[src/rtl/vmode_pkg.sv]
package vmode_pkg;

  typedef enum logic [2:0] {
    ST_TYPE,
    ST_BASE,
    ST_MAIN,
    ST_EXT,
    ST_DRAIN
  } vm_state_e;

  // Classification of one incoming word
  typedef struct packed {
    logic term;      // all-ones list terminator
    logic fmt0;      // type word value 0
    logic fmt1;      // type word value 1
    logic ctl;       // control-register word
    logic tag_rate;  // extension tag: pixel rate
    logic tag_pol;   // extension tag: polarity
    logic tag_bad;   // extension tag: unknown
    logic pol_rsvd;  // reserved polarity bits nonzero
  } vm_class_t;

endpackage

[src/rtl/vmode_word_decode.sv]
module vmode_word_decode
  import vmode_pkg::*;
#(
  parameter int                 DATA_W  = 32,
  parameter int                 TAG_W   = 8,
  parameter int                 RATE_W  = 24,
  parameter logic [TAG_W-1:0]   CTL_TAG = 8'hE0
) (
  input  logic [DATA_W-1:0] word,
  output vm_class_t         cls
);

  localparam int POL_W = 2;

  logic [TAG_W-1:0] tag;
  assign tag = word[DATA_W-1 -: TAG_W];

  always_comb begin
    cls          = '0;
    cls.term     = &word;
    cls.fmt0     = (word == '0);
    cls.fmt1     = (word == DATA_W'(1));
    cls.ctl      = (tag == CTL_TAG);
    cls.tag_rate = (tag == '0);
    cls.tag_pol  = (tag == TAG_W'(1));
    cls.tag_bad  = !((tag == '0) || (tag == TAG_W'(1)));
    cls.pol_rsvd = |word[RATE_W-1:POL_W];
  end

endmodule

[src/rtl/vmode_ext_regs.sv]
module vmode_ext_regs #(
  parameter int RATE_W   = 24,
  parameter int DEF_RATE = 24000
) (
  input  logic              clk,
  input  logic              rst,
  input  logic              start,
  input  logic              rate_ld,
  input  logic              pol_ld,
  input  logic [RATE_W-1:0] rate_in,
  input  logic [1:0]        pol_in,
  output logic [RATE_W-1:0] rate_q,
  output logic              rate_seen,
  output logic              hneg,
  output logic              vneg
);

  always_ff @(posedge clk) begin
    if (rst || start) begin
      rate_q    <= RATE_W'(DEF_RATE);
      rate_seen <= 1'b0;
      hneg      <= 1'b0;
      vneg      <= 1'b0;
    end else begin
      if (rate_ld) begin
        rate_q    <= rate_in;
        rate_seen <= 1'b1;
      end
      if (pol_ld) begin
        hneg <= pol_in[0];
        vneg <= pol_in[1];
      end
    end
  end


  rate_replace_chk: assert property (@(posedge clk) disable iff (rst)
    (rate_ld && !start) |=> (rate_q == $past(rate_in)) && rate_seen);

endmodule

[src/rtl/vmode_ctl_hold.sv]
module vmode_ctl_hold #(
  parameter int DATA_W = 32,
  parameter int DIV_W  = 2
) (
  input  logic              clk,
  input  logic              rst,
  input  logic              start,
  input  logic              cap,
  input  logic [DATA_W-1:0] din,
  output logic              seen,
  output logic [DATA_W-1:0] ovr_word
);

  logic [DATA_W-1:0] held;

  always_ff @(posedge clk) begin
    if (rst || start) begin
      held <= '0;
      seen <= 1'b0;
    end else if (cap) begin
      held <= din;
      seen <= 1'b1;
    end
  end

  // Divider field forced to the undivided setting
  assign ovr_word = {held[DATA_W-1:DIV_W], {DIV_W{1'b1}}};

endmodule

[src/rtl/vmode_desc_parser.sv]
module vmode_desc_parser
  import vmode_pkg::*;
#(
  parameter int DATA_W   = 32,
  parameter int RATE_W   = 24,
  parameter int DEF_RATE = 24000
) (
  input  logic              clk,
  input  logic              rst,
  input  logic              s_valid,
  input  logic [DATA_W-1:0] s_data,
  output logic              s_ready,
  output logic              prm_valid,
  output logic [DATA_W-1:0] prm_data,
  output logic [DATA_W-1:0] base_mode,
  output logic [RATE_W-1:0] pix_rate_khz,
  output logic              hsync_neg,
  output logic              vsync_neg,
  output logic              list_done,
  output logic              list_err
);

  localparam int TAG_W = DATA_W - RATE_W;

  vm_state_e         st;
  vm_class_t         cls;
  logic              fmt_ext;
  logic              acc;
  logic              start, rate_ld, pol_ld, cap;
  logic              rate_seen, ctl_seen;
  logic [DATA_W-1:0] ovr_word;

  assign acc     = s_valid && s_ready;
  assign start   = acc && (st == ST_TYPE);
  assign rate_ld = acc && (st == ST_EXT) && !cls.term && cls.tag_rate;
  assign pol_ld  = acc && (st == ST_EXT) && !cls.term && cls.tag_pol && !cls.pol_rsvd;
  assign cap     = acc && (st == ST_MAIN) && !cls.term && cls.ctl;

  vmode_word_decode #(
    .DATA_W (DATA_W),
    .TAG_W  (TAG_W),
    .RATE_W (RATE_W),
    .CTL_TAG(TAG_W'(8'hE0))
  ) u_dec (
    .word(s_data),
    .cls (cls)
  );

  vmode_ext_regs #(
    .RATE_W  (RATE_W),
    .DEF_RATE(DEF_RATE)
  ) u_ext (
    .clk      (clk),
    .rst      (rst),
    .start    (start),
    .rate_ld  (rate_ld),
    .pol_ld   (pol_ld),
    .rate_in  (s_data[RATE_W-1:0]),
    .pol_in   (s_data[1:0]),
    .rate_q   (pix_rate_khz),
    .rate_seen(rate_seen),
    .hneg     (hsync_neg),
    .vneg     (vsync_neg)
  );

  vmode_ctl_hold #(
    .DATA_W(DATA_W),
    .DIV_W (2)
  ) u_ctl (
    .clk     (clk),
    .rst     (rst),
    .start   (start),
    .cap     (cap),
    .din     (s_data),
    .seen    (ctl_seen),
    .ovr_word(ovr_word)
  );

  always_ff @(posedge clk) begin
    if (rst) begin
      st        <= ST_TYPE;
      fmt_ext   <= 1'b0;
      s_ready   <= 1'b0;
      prm_valid <= 1'b0;
      prm_data  <= '0;
      base_mode <= '0;
      list_done <= 1'b0;
      list_err  <= 1'b0;
    end else begin
      s_ready   <= 1'b1;
      prm_valid <= 1'b0;
      list_done <= 1'b0;
      if (acc) begin
        case (st)
          ST_TYPE: begin
            if (cls.fmt0 || cls.fmt1) begin
              fmt_ext  <= cls.fmt1;
              list_err <= 1'b0;
              st       <= ST_BASE;
            end else begin
              list_err <= 1'b1;
              st       <= ST_DRAIN;
            end
          end
          ST_BASE: begin
            base_mode <= s_data;
            st        <= ST_MAIN;
          end
          ST_MAIN: begin
            if (cls.term) begin
              if (fmt_ext) begin
                st <= ST_EXT;
              end else begin
                list_done <= 1'b1;
                st        <= ST_TYPE;
              end
            end else begin
              prm_valid <= 1'b1;
              prm_data  <= s_data;
            end
          end
          ST_EXT: begin
            if (cls.term) begin
              list_done <= 1'b1;
              st        <= ST_TYPE;
              if (rate_seen && ctl_seen) begin
                prm_valid <= 1'b1;
                prm_data  <= ovr_word;
              end
            end else if (cls.tag_bad || (cls.tag_pol && cls.pol_rsvd)) begin
              list_err <= 1'b1;
              st       <= ST_DRAIN;
            end
          end
          default: begin
            if (cls.term) begin
              list_done <= 1'b1;
              st        <= ST_TYPE;
            end
          end
        endcase
      end
    end
  end


  done_pulse_chk: assert property (@(posedge clk) disable iff (rst)
    list_done |=> !list_done);


  ovr_div_chk: assert property (@(posedge clk) disable iff (rst)
    (prm_valid && list_done) |-> (prm_data[1:0] == 2'b11));


  err_cause_chk: assert property (@(posedge clk) disable iff (rst)
    $rose(list_err) |-> $past(acc));


  bad_type_chk: assert property (@(posedge clk) disable iff (rst)
    (start && !cls.fmt0 && !cls.fmt1) |=> list_err);


  drain_quiet_chk: assert property (@(posedge clk) disable iff (rst)
    (acc && st == ST_DRAIN) |=> !prm_valid);


  type_defaults_chk: assert property (@(posedge clk) disable iff (rst)
    start |=> (pix_rate_khz == RATE_W'(DEF_RATE)) && !hsync_neg && !vsync_neg);

endmodule

[config.mk]
export PLATFORM = sky130hd
export DESIGN_NAME = vmode_desc_parser
export DESIGN_NICKNAME = d
export VERILOG_FILES = /design/src/rtl/vmode_pkg.sv /design/src/rtl/vmode_word_decode.sv /design/src/rtl/vmode_ext_regs.sv /design/src/rtl/vmode_ctl_hold.sv /design/src/rtl/vmode_desc_parser.sv
export SDC_FILE = /design/constraint.sdc
export NUM_CORES = 1
export LEC_CHECK = 0
export ABC_AREA = 1
export BUFFER_PORTS_ARGS = -buffer_cell sky130_fd_sc_hd__buf_2
export CORE_AREA = 5 5 134 111
export DETAILED_ROUTE_END_ITERATION = 8
export DIE_AREA = 0 0 139 116
export GPL_TIMING_DRIVEN = 0
export HOLD_SLACK_MARGIN = 0.02
export PLACE_DENSITY_LB_ADDON = 0.12
export RECOVER_POWER = 25
export SLEW_MARGIN = 5
export SYNTH_ARGS = -nofsm -noshare
export SYNTH_HDL_FRONTEND = slang
export SYNTH_HIERARCHICAL = 1
export SYNTH_SLANG_ARGS = --single-unit
[constraint.sdc]
create_clock -name clk -period 2.4 [get_ports clk]
set_input_delay 0.12 -clock clk [delete_from_list [all_inputs] [get_ports clk]]
set_output_delay 0.12 -clock clk [all_outputs]
set_load 0.05 [all_outputs]
### Word level (Yosys, flattened, before mapping)

Index checks and enable logic that the tools add are counted.
W data, S select, Z words.

* equality and inequality tests: 13
* mux-type cells: 24
* bitwise logic cells: 1
* reductions and logical operators: 34

Operators by type and width (number)
* $mux W32: 3
* $pmux W32 S2: 1
* $eq A32 B1 Y1 const B: 1
* $logic_not A32 Y1: 1
* $reduce_and A32 Y1: 1
* $reduce_or A22 Y1: 1
* $mux W3: 5
* $logic_and A1 B1 Y1: 12
* $pmux W3 S4: 1
* $mux W1: 10
* $eq A8 B1 Y1 const B: 1
* $eq A8 B8 Y1 const B: 1
* $logic_not A8 Y1: 1
* $ne A2 B2 Y1 const B: 4
* $reduce_and A4 Y1: 2
* $eq A3 B2 Y1 const B: 2
* $pmux W1 S2: 3
* $reduce_and A5 Y1: 1
* $logic_or A1 B1 Y1: 4
* $ne A2 B1 Y1 const B: 2
* $reduce_bool A2 Y1: 2
* $reduce_bool A4 Y1: 1
* $reduce_or A2 Y1: 2
* $eq A3 B1 Y1 const B: 1
* 7 further kinds: 9

* register bits after elaboration: 132
* bits of input ports: 35
* output and inout port bits: 94
* logic and storage cells: 86

### Longest topological paths before layout

Gate-level depths: netlist of run 1.

* word-level depth: 7
* depth in mapped cells: 14
* depth with buffers taken out: 13

### Modules after synthesis

The synthesis of run 1 kept the hierarchy.

Modules (own cells, without submodules)
* vmode_desc_parser: times used 1, cells an instance 469, area an instance 3159.3 um^2, seq. area each 1441.4 um^2
* vmode_ctl_hold: times used 1, cells an instance 196, area an instance 1333.8 um^2, seq. area each 620.6 um^2
* vmode_ext_regs: times used 1, cells an instance 153, area an instance 1054.8 um^2, seq. area each 540.5 um^2
* vmode_word_decode: times used 1, cells an instance 75, area an instance 324.1 um^2, seq. area each 0.0 um^2

### Worst setup path after synthesis of run 1

OpenSTA, ideal clock, no wires.

* kind: reg-to-reg
* from: register s_ready
* to: register u_ctl.held[19]
* library setup time: 0.114 ns
* arrival: 1.992 ns
* required time: 2.286 ns
* slack: 0.294 ns
* stages on the path, launching flop included: 12
* buffers on the path: 4
* period minus slack after synthesis: 2.106 ns
* cell sequence: dfxtp_1 nand2_1 inv_2 clkbuf_1 buf_2 nand2_1 nor2_1 buf_6 buf_6 nand2_1 nand2_1 nor2_2

* cells in the longest elaborated chain, start to end: 4
* elaborated cells between the ends (all ways): 6
* those cells by class: reduce/logical: 6

Ends and longest elaborated chain
* start: declaration: line vmode_desc_parser.sv:12 `output logic s_ready,`
* start signal: assignment: line vmode_desc_parser.sv:83 `s_ready <= 1'b0;`
* start signal: assignment: line vmode_desc_parser.sv:90 `s_ready <= 1'b1;`
* $logic_and A1 B1 Y1: line vmode_desc_parser.sv:33 `assign acc = s_valid && s_ready;`
* $logic_and A1 B1 Y1 (3 in series): line vmode_desc_parser.sv:37 `assign cap = acc && (st == ST_MAIN) && !cls.term && cls.ctl;`
* via cap: line vmode_desc_parser.sv:29 `logic start, rate_ld, pol_ld, cap;`
* end signal: assignment: line vmode_ctl_hold.sv:21 `held <= din;`
* end: declaration: line vmode_ctl_hold.sv:14 `logic [DATA_W-1:0] held;`

The timed path passes the listed nets, and every way through them passes these cells.
A chain may end at the register's enable or synchronous reset.

### Worst setup path in the final report of run 1

* from: register s_ready
* to: register u_ctl.held[18]

Same word-level chain as after synthesis.

==> impl_metrics.csv, run 1 <==
group,metric,value,unit
clock_tree,cts_max_level,4,
timing,finalMaxSlewViolations,0,
die,io_pins,129,
placement,gp_congestion,0.865,
critical_path,crit_type,"register to register",
layout,fillers,1447,
layout,drive_gt1_share,14.9,%
clock_tree,cts-root-buf,"clkbuf_16",
pwr,max-vdd-ir-drop,0.556,mV
min_path,hp-class,"primary input to register",
timing,finClkSkew,8.33,ps
logic_synthesis,yosys_warnings,6,
clock_tree,cts_tree,"done",
detailed_routing,drtPass1Iterations,5,
placement,io_buffer_count,128,
timing,setup_viol,0,
die,fp.dieH,116,µm
placement,hpwlAfterDp,12.7,mm
logic_synthesis,yosysSeqAreaShare,44.3,%
critical_path,crit_path_max_incr_delay,390,ps
detailed_routing,drt_iter0_markers,484,
global_route,grt_pass1_vias,5495,
clock_tree,clk_path_buf_depth,2,
critical_path,crit_path_frequent_cell,"nand2_1",
layout,fin_area,7240,µm²
critical_path,path_delay_family,"buffers and inverters",
die,die_width,139,µm
clock_tree,clk_pin_slew,60,ps
placement,dp_cells,1202,
detailed_routing,wl_per_cell,14.3,µm
layout,final_common_cell,"nand2_1",
clock_tree,tritoncts.num_buffers,17,
timing,tns,0,ps
global_route,grt_pass1_wl,28.4,mm
global_route,grt-ovfl-total,0,
layout,area_delta_synth_final,23.4,%
die,core-area,13300,µm²
critical_path,critPathLaunchType,"register",
critical_path,path_cells,"nand2_1 > inv_2 > clkbuf_1 > buf_2 > nand2_1 > nor2_1 > buf_6 > buf_6 > nand2_1 > nand2_1 > nor2_1",
critical_path,critPathArrivalTime,2480,ps
job,max_cap_viol_count,0,
layout,num-nets-final,1077,
critical_path,cp-end-kind,"register",
critical_path,path_depth,11,
critical_path,required,2700,ps
global_route,track_usage,22.2,%
timing,fin_crit,2180,ps
logic_synthesis,syn_inst,893,
die,num_rows,38,
detailed_routing,wl,17.7,mm
detailed_routing,vias_per_cell,4.77,
die,start_util,44.1,%
die,dieArea,16100,µm²
placement,place_area,6740,µm²
clock_tree,cts_sinks,130,
logic_synthesis,ys_ff_latch,130,
timing,fmax,458,MHz
layout,final_cell_mix,"320 x nand2_1, 141 x nor2_1, 130 x dfxtp_1",
timing,finalHoldViolations,0,
detailed_routing,num_vias,5890,
min_path,hold_path_depth,3,
pwr,p_per_area,717,nW/µm²
critical_path,path_buf_inv,5,
timing,relSlewSlack,56.0,%
logic_synthesis,syn_avg_cell_area,6.58,µm²
critical_path,critPathSlowestCell,"clkbuf_1",
timing,fin_crit_sh,90.9,%
clock_tree,worstSkewPairLatency,420,ps
critical_path,r2r_cells,11,
global_route,grt_max_degree,17,
detailed_routing,drtAntennaViolNets,0,
logic_synthesis,synth_area,5870,µm²
timing,rsz0062_at_grt,"false",
layout,instances_no_fill,1235,
global_route,antenna_found_initial,0,
timing,worst_pin_slew,663,ps
layout,utilization,54.4,%
outcome,status,"completed",
logic_synthesis,netlist-cell-type-count,22,
detailed_routing,drc,0,
pwr,power_leakage,3.22,nW
critical_path,critical_path_peak_fanout,10,
layout,n_antenna_cell,0,
## flip-flops by register name, indices dropped and copies added, names as in the netlist, 3 cells and up
register	cells
base_mode	32
prm_data	32
st	3
u_ctl/held	30
u_ext/rate_q	24
## synthesized netlist by cell type
cell | number | share of area, %
nor3b_1 | 1 | 0.13
nand3b_1 | 1 | 0.13
conb_1 | 1 | 0.064
buf_2 | 21 | 1.8
inv_1 | 72 | 4.6
nand2_1 | 321 | 21
dfxtp_1 | 130 | 44
nand3_1 | 80 | 6.8
nand4_1 | 6 | 0.64
o21a_1 | 2 | 0.26
buf_6 | 10 | 1.9
nor4_1 | 1 | 0.11
buf_4 | 7 | 0.89
nor2_1 | 142 | 9.1
a31oi_1 | 1 | 0.11
inv_2 | 1 | 0.064
nand2_2 | 4 | 0.43
a21oi_1 | 66 | 5.6
nor2_4 | 4 | 0.77
clkbuf_1 | 13 | 0.83
nor3_1 | 2 | 0.17
nor2_2 | 7 | 0.75
## power breakdown
group	leakage, nW	total, mW	internal [mW]	switching [mW]
combinational	1.90	0.520	0.142	0.377
sequential	1.05	2.20	2.18	0.0174
clock	0.270	2.47	1.52	0.957
## cell type report
class / instances / area (µm²) / share of cell area, %
tap: 180 / 225 / 3.11
timing repair buffer: 129 / 582 / 8.03
sequential: 130 / 2600 / 35.9
multi-input combinational: 640 / 2690 / 37.1
clock inverter: 11 / 114 / 1.57
clock buffer: 21 / 440 / 6.08
buffer: 51 / 322 / 4.44
inverter: 73 / 274 / 3.78
## logic make-up (layout without fill, tap and decap cells)
logic type | Yosys count | in the layout | share of synthesized area [%]
AND/OR/NAND/NOR | 569 | 569 | 39.5
flip-flops | 130 | 130 | 44.3
other | 1 | 2 | 0.0639
AO/OA/AOI/OAI | 69 | 69 | 5.99
buffers and inverters | 124 | 285 | 10.1
## layer usage
metal | track usage (%) | routed length, µm | vias to the layer above
met2 | 34.8 | 7740 | 169
met3 | 6.52 | 1380 | 27
met1 | 30.0 | 8330 | 2642
li1 | - | - | 3052
met4 | 6.26 | 267 | 0
met5 | 0 | 0 | -
## worst paths after layout
kind                                               from                     endpoint  slack (ps)
worst max-delay path                    s_ready$_DFF_P_  u_ctl/held[18]$_SDFFE_PP0P_         220
worst min-delay path                         s_data[31]   base_mode[31]$_SDFFE_PP0P_          30
worst max register to register          s_ready$_DFF_P_  u_ctl/held[18]$_SDFFE_PP0P_         220
worst min register to register  u_ctl/seen$_SDFFE_PP0P_      u_ctl/seen$_SDFFE_PP0P_         460
## repair_timing
item	4_1_cts	5_1_grt
buffers inserted	0	0
resized for setup	0	3
endpoints found under the setup margin	0	30
hold buffers	1	0
endpoints found under the hold margin	1	0
## worst reg2reg max path: cells and delay by family (launching register included)
kind | cells | cell delay (ps)
buf+inv | 5 | 1250
flops | 1 | 320
simple gates | 6 | 510
## stage by stage
stage	hold slack (ps)	power [mW]	setup slack [ps]
global route	37.2	5.41	2.84
finish	34.6	5.19	218
global placement	437	2.76	54.4
CTS	21.6	5.24	48.2
floorplan	244	2.58	294
detailed placement	440	2.76	31.7
(Power assumes the default switching activity.)
==> inputs of run 2 (changes only) <==
==> constraint.sdc (replaced) <==
create_clock -name clk -period 2.4 [get_ports clk]
set_input_delay 0 -clock clk [delete_from_list [all_inputs] [get_ports clk]]
set_output_delay 0 -clock clk [all_outputs]
set_load 0.05 [all_outputs]
==> run 2 against run 1 <==
  * Largest power group unchanged
  * Via count increased by 2.1%
  * Sequential share of layout area fell by 1.5 points
  * Cell count increased by 2.6%
  * Worst setup slack lost 41 ps
  * Worst hold slack gained 110 ps
  * Clock power is essentially flat
  * Global-route usage is 0.61 points higher
  * Fmax down 1.8%
  * Non-clock buffer count increased by 32
  * Critical path depth unchanged
  * Utilization rose by 2.4 points
  * Wire length is 2.6% higher
==> impl_metrics.csv, run 2 (same netlist as run 1, synthesis figures left out) <==
group,metric,value,unit
pwr,power_leakage,3.36,nW
critical_path,crit_path_frequent_cell,"nand2_1",
clock_tree,cts-root-buf,"clkbuf_16",
critical_path,reg2reg_slack,180,ps
critical_path,cp-end-kind,"register",
detailed_routing,wl_per_cell,14.4,µm
global_route,antenna_found_initial,0,
critical_path,r2r_cells,11,
placement,gp_congestion,0.865,
pwr,p_comb_share,10.7,%
critical_path,r2r_end,"u_ctl/held[18]$_SDFFE_PP0P_",
global_route,grt_max_degree,17,
pwr,p_sw,1.36,mW
pwr,seq_power_share,42.0,%
min_path,hold_path_depth,6,
timing,tns,0,ps
detailed_routing,vias_per_cell,4.75,
die,io_pins,129,
detailed_routing,drc,0,
critical_path,critPathSlowestCell,"clkbuf_1",
clock_tree,worstSkewPairLatency,410,ps
critical_path,path_cells,"nand2_1 > inv_2 > clkbuf_1 > buf_2 > nand2_1 > nor2_1 > buf_6 > buf_6 > nand2_1 > nand2_1 > nor2_1",
layout,num-nets-final,1109,
clock_tree,clk_path_buf_depth,2,
timing,fmax,450,MHz
die,fp.dieH,116,µm
clock_tree,tritoncts.num_buffers,17,
timing,fin_crit_sh,92.6,%
detailed_routing,num_vias,6014,
timing,rsz0062_at_grt,"false",
clock_tree,clk_pin_slew,60,ps
pwr,p_clk_share,47.3,%
clock_tree,postCtsSetupBuffers,0,
layout,drive_gt1_share,14.4,%
critical_path,critPathArrivalTime,2520,ps
detailed_routing,drtAntennaViolNets,0,
pwr,netSwitchingFraction,26.0,%
global_route,track_usage,22.8,%
detailed_routing,drt_iter0_markers,477,
global_route,grt_pass1_vias,5673,
critical_path,crit_path_max_incr_delay,400,ps
pwr,p_per_area,692,nW/µm²
critical_path,crit_type,"register to register",
die,num_rows,38,
layout,top_regs,"base_mode x32, prm_data x32, u_ctl/held x30",
timing,setup_viol,0,
critical_path,critPathLaunchType,"register",
timing,relSlewSlack,56.0,%
layout,final_common_cell,"nand2_1",
layout,final_cell_mix,"320 x nand2_1, 141 x nor2_1, 130 x dfxtp_1",
global_route,grt_pass1_wl,29.1,mm
critical_path,path_delay_family,"buffers and inverters",
pwr,max-vdd-ir-drop,0.557,mV
timing,hold_slack,150,ps
layout,fillers,1409,
clock_tree,cts_tree,"done",
placement,hpwlAfterDp,12.7,mm
min_path,min_from,"s_valid",
timing,finalHoldViolations,0,
job,max_cap_viol_count,0,
detailed_routing,drtPass1Iterations,5,
detailed_routing,wl,18.2,mm
outcome,status,"completed",
layout,n_antenna_cell,0,
min_path,hold_end,"st[1]$_SDFFE_PP0P_",
pwr,p_int,3.88,mW
timing,fin_crit,2220,ps
timing,worst_pin_slew,661,ps
critical_path,r2r-start,"s_ready$_DFF_P_",
die,core-area,13300,µm²
critical_path,path_buf_inv,5,
global_route,grt-ovfl-total,0,
die,dieArea,16100,µm²
critical_path,critical_path_peak_fanout,10,
layout,area_delta_synth_final,28.9,%
clock_tree,cts_sinks,130,
min_path,hp-class,"primary input to register",
clock_tree,cts_max_level,4,
timing,finClkSkew,8.81,ps
die,die_width,139,µm
critical_path,required,2700,ps
timing,finalMaxSlewViolations,0,
die,start_util,44.1,%
placement,io_buffer_count,128,
-- run 2: worst max path at each step --
stage                               start                     endpoint  slack, ps  cells past startpoint
after floorplan           s_ready$_DFF_P_  u_ctl/held[19]$_SDFFE_PP0P_        290                     11
after global placement          s_data[3]    prm_data[21]$_SDFFE_PP0P_        170                     14
after detailed placement        s_data[3]    prm_data[31]$_SDFFE_PP0P_        150                     14
after CTS                       s_data[3]    prm_data[30]$_SDFFE_PP0P_         40                     15
after global routing           s_data[20]    prm_data[20]$_SDFFE_PP0P_         30                     15
final                     s_ready$_DFF_P_  u_ctl/held[18]$_SDFFE_PP0P_        180                     11
-- run 2: worst register-to-register path, delay by kind of cell (launching register included) --
family / cells / cell delay [ps]
buf+inv: 5 / 1280
simple gates: 6 / 510
flops: 1 / 320
-- run 2: repair_timing --
| action | 4_1_cts | 5_1_grt |
|---|---|---|
| hold buffers | 33 | 0 |
| resized for setup | 0 | 4 |
| hold endpoints to repair | 92 | 0 |
| setup endpoints to repair | 0 | 32 |
-- run 2: layout make-up --
class | instances | area [µm²] | share of cell area (%)
Buffer | 51 | 322 | 4.25
Timing Repair Buffer | 161 | 901 | 11.9
Clock inverter | 11 | 114 | 1.50
Multi-Input combinational cell | 640 | 2690 | 35.5
Sequential cell | 130 | 2600 | 34.4
Inverter | 73 | 274 | 3.62
Tap cell | 180 | 225 | 2.98
Clock buffer | 21 | 440 | 5.82
-- run 2: through the flow --
step,cell area [µm²],cells,utilization (%),power [mW],setup slack (ps)
after floorplan,5880,894,-,2.58,294
after global placement,6740,1202,50.6,2.76,174
after detailed placement,6740,1202,50.6,2.76,152
after CTS,7630,1267,57.3,5.28,38.1
after global routing,7570,1267,56.9,5.46,32.0
final,7570,1267,56.9,5.24,177
-- run 2: layer usage --
layer | wire length (µm) | share of wire (%) | vias up | GRT usage [%]
li1 | - | - | 3113 | -
met1 | 8480 | 47 | 2699 | 30.1
met2 | 7980 | 44 | 173 | 36.5
met3 | 1410 | 7.7 | 29 | 6.56
met4 | 323 | 1.8 | 0 | 7.17
met5 | 0 | 0 | - | 0
-- run 2: power by group through the flow --
stage / combinational (mW) / clock, mW / sequential, mW
final: 0.562 / 2.48 / 2.20
after global placement: 0.516 / 0 / 2.25
after CTS: 0.560 / 2.52 / 2.20
after detailed placement: 0.516 / 0 / 2.25
after global routing: 0.619 / 2.63 / 2.20
after floorplan: 0.265 / 0 / 2.31
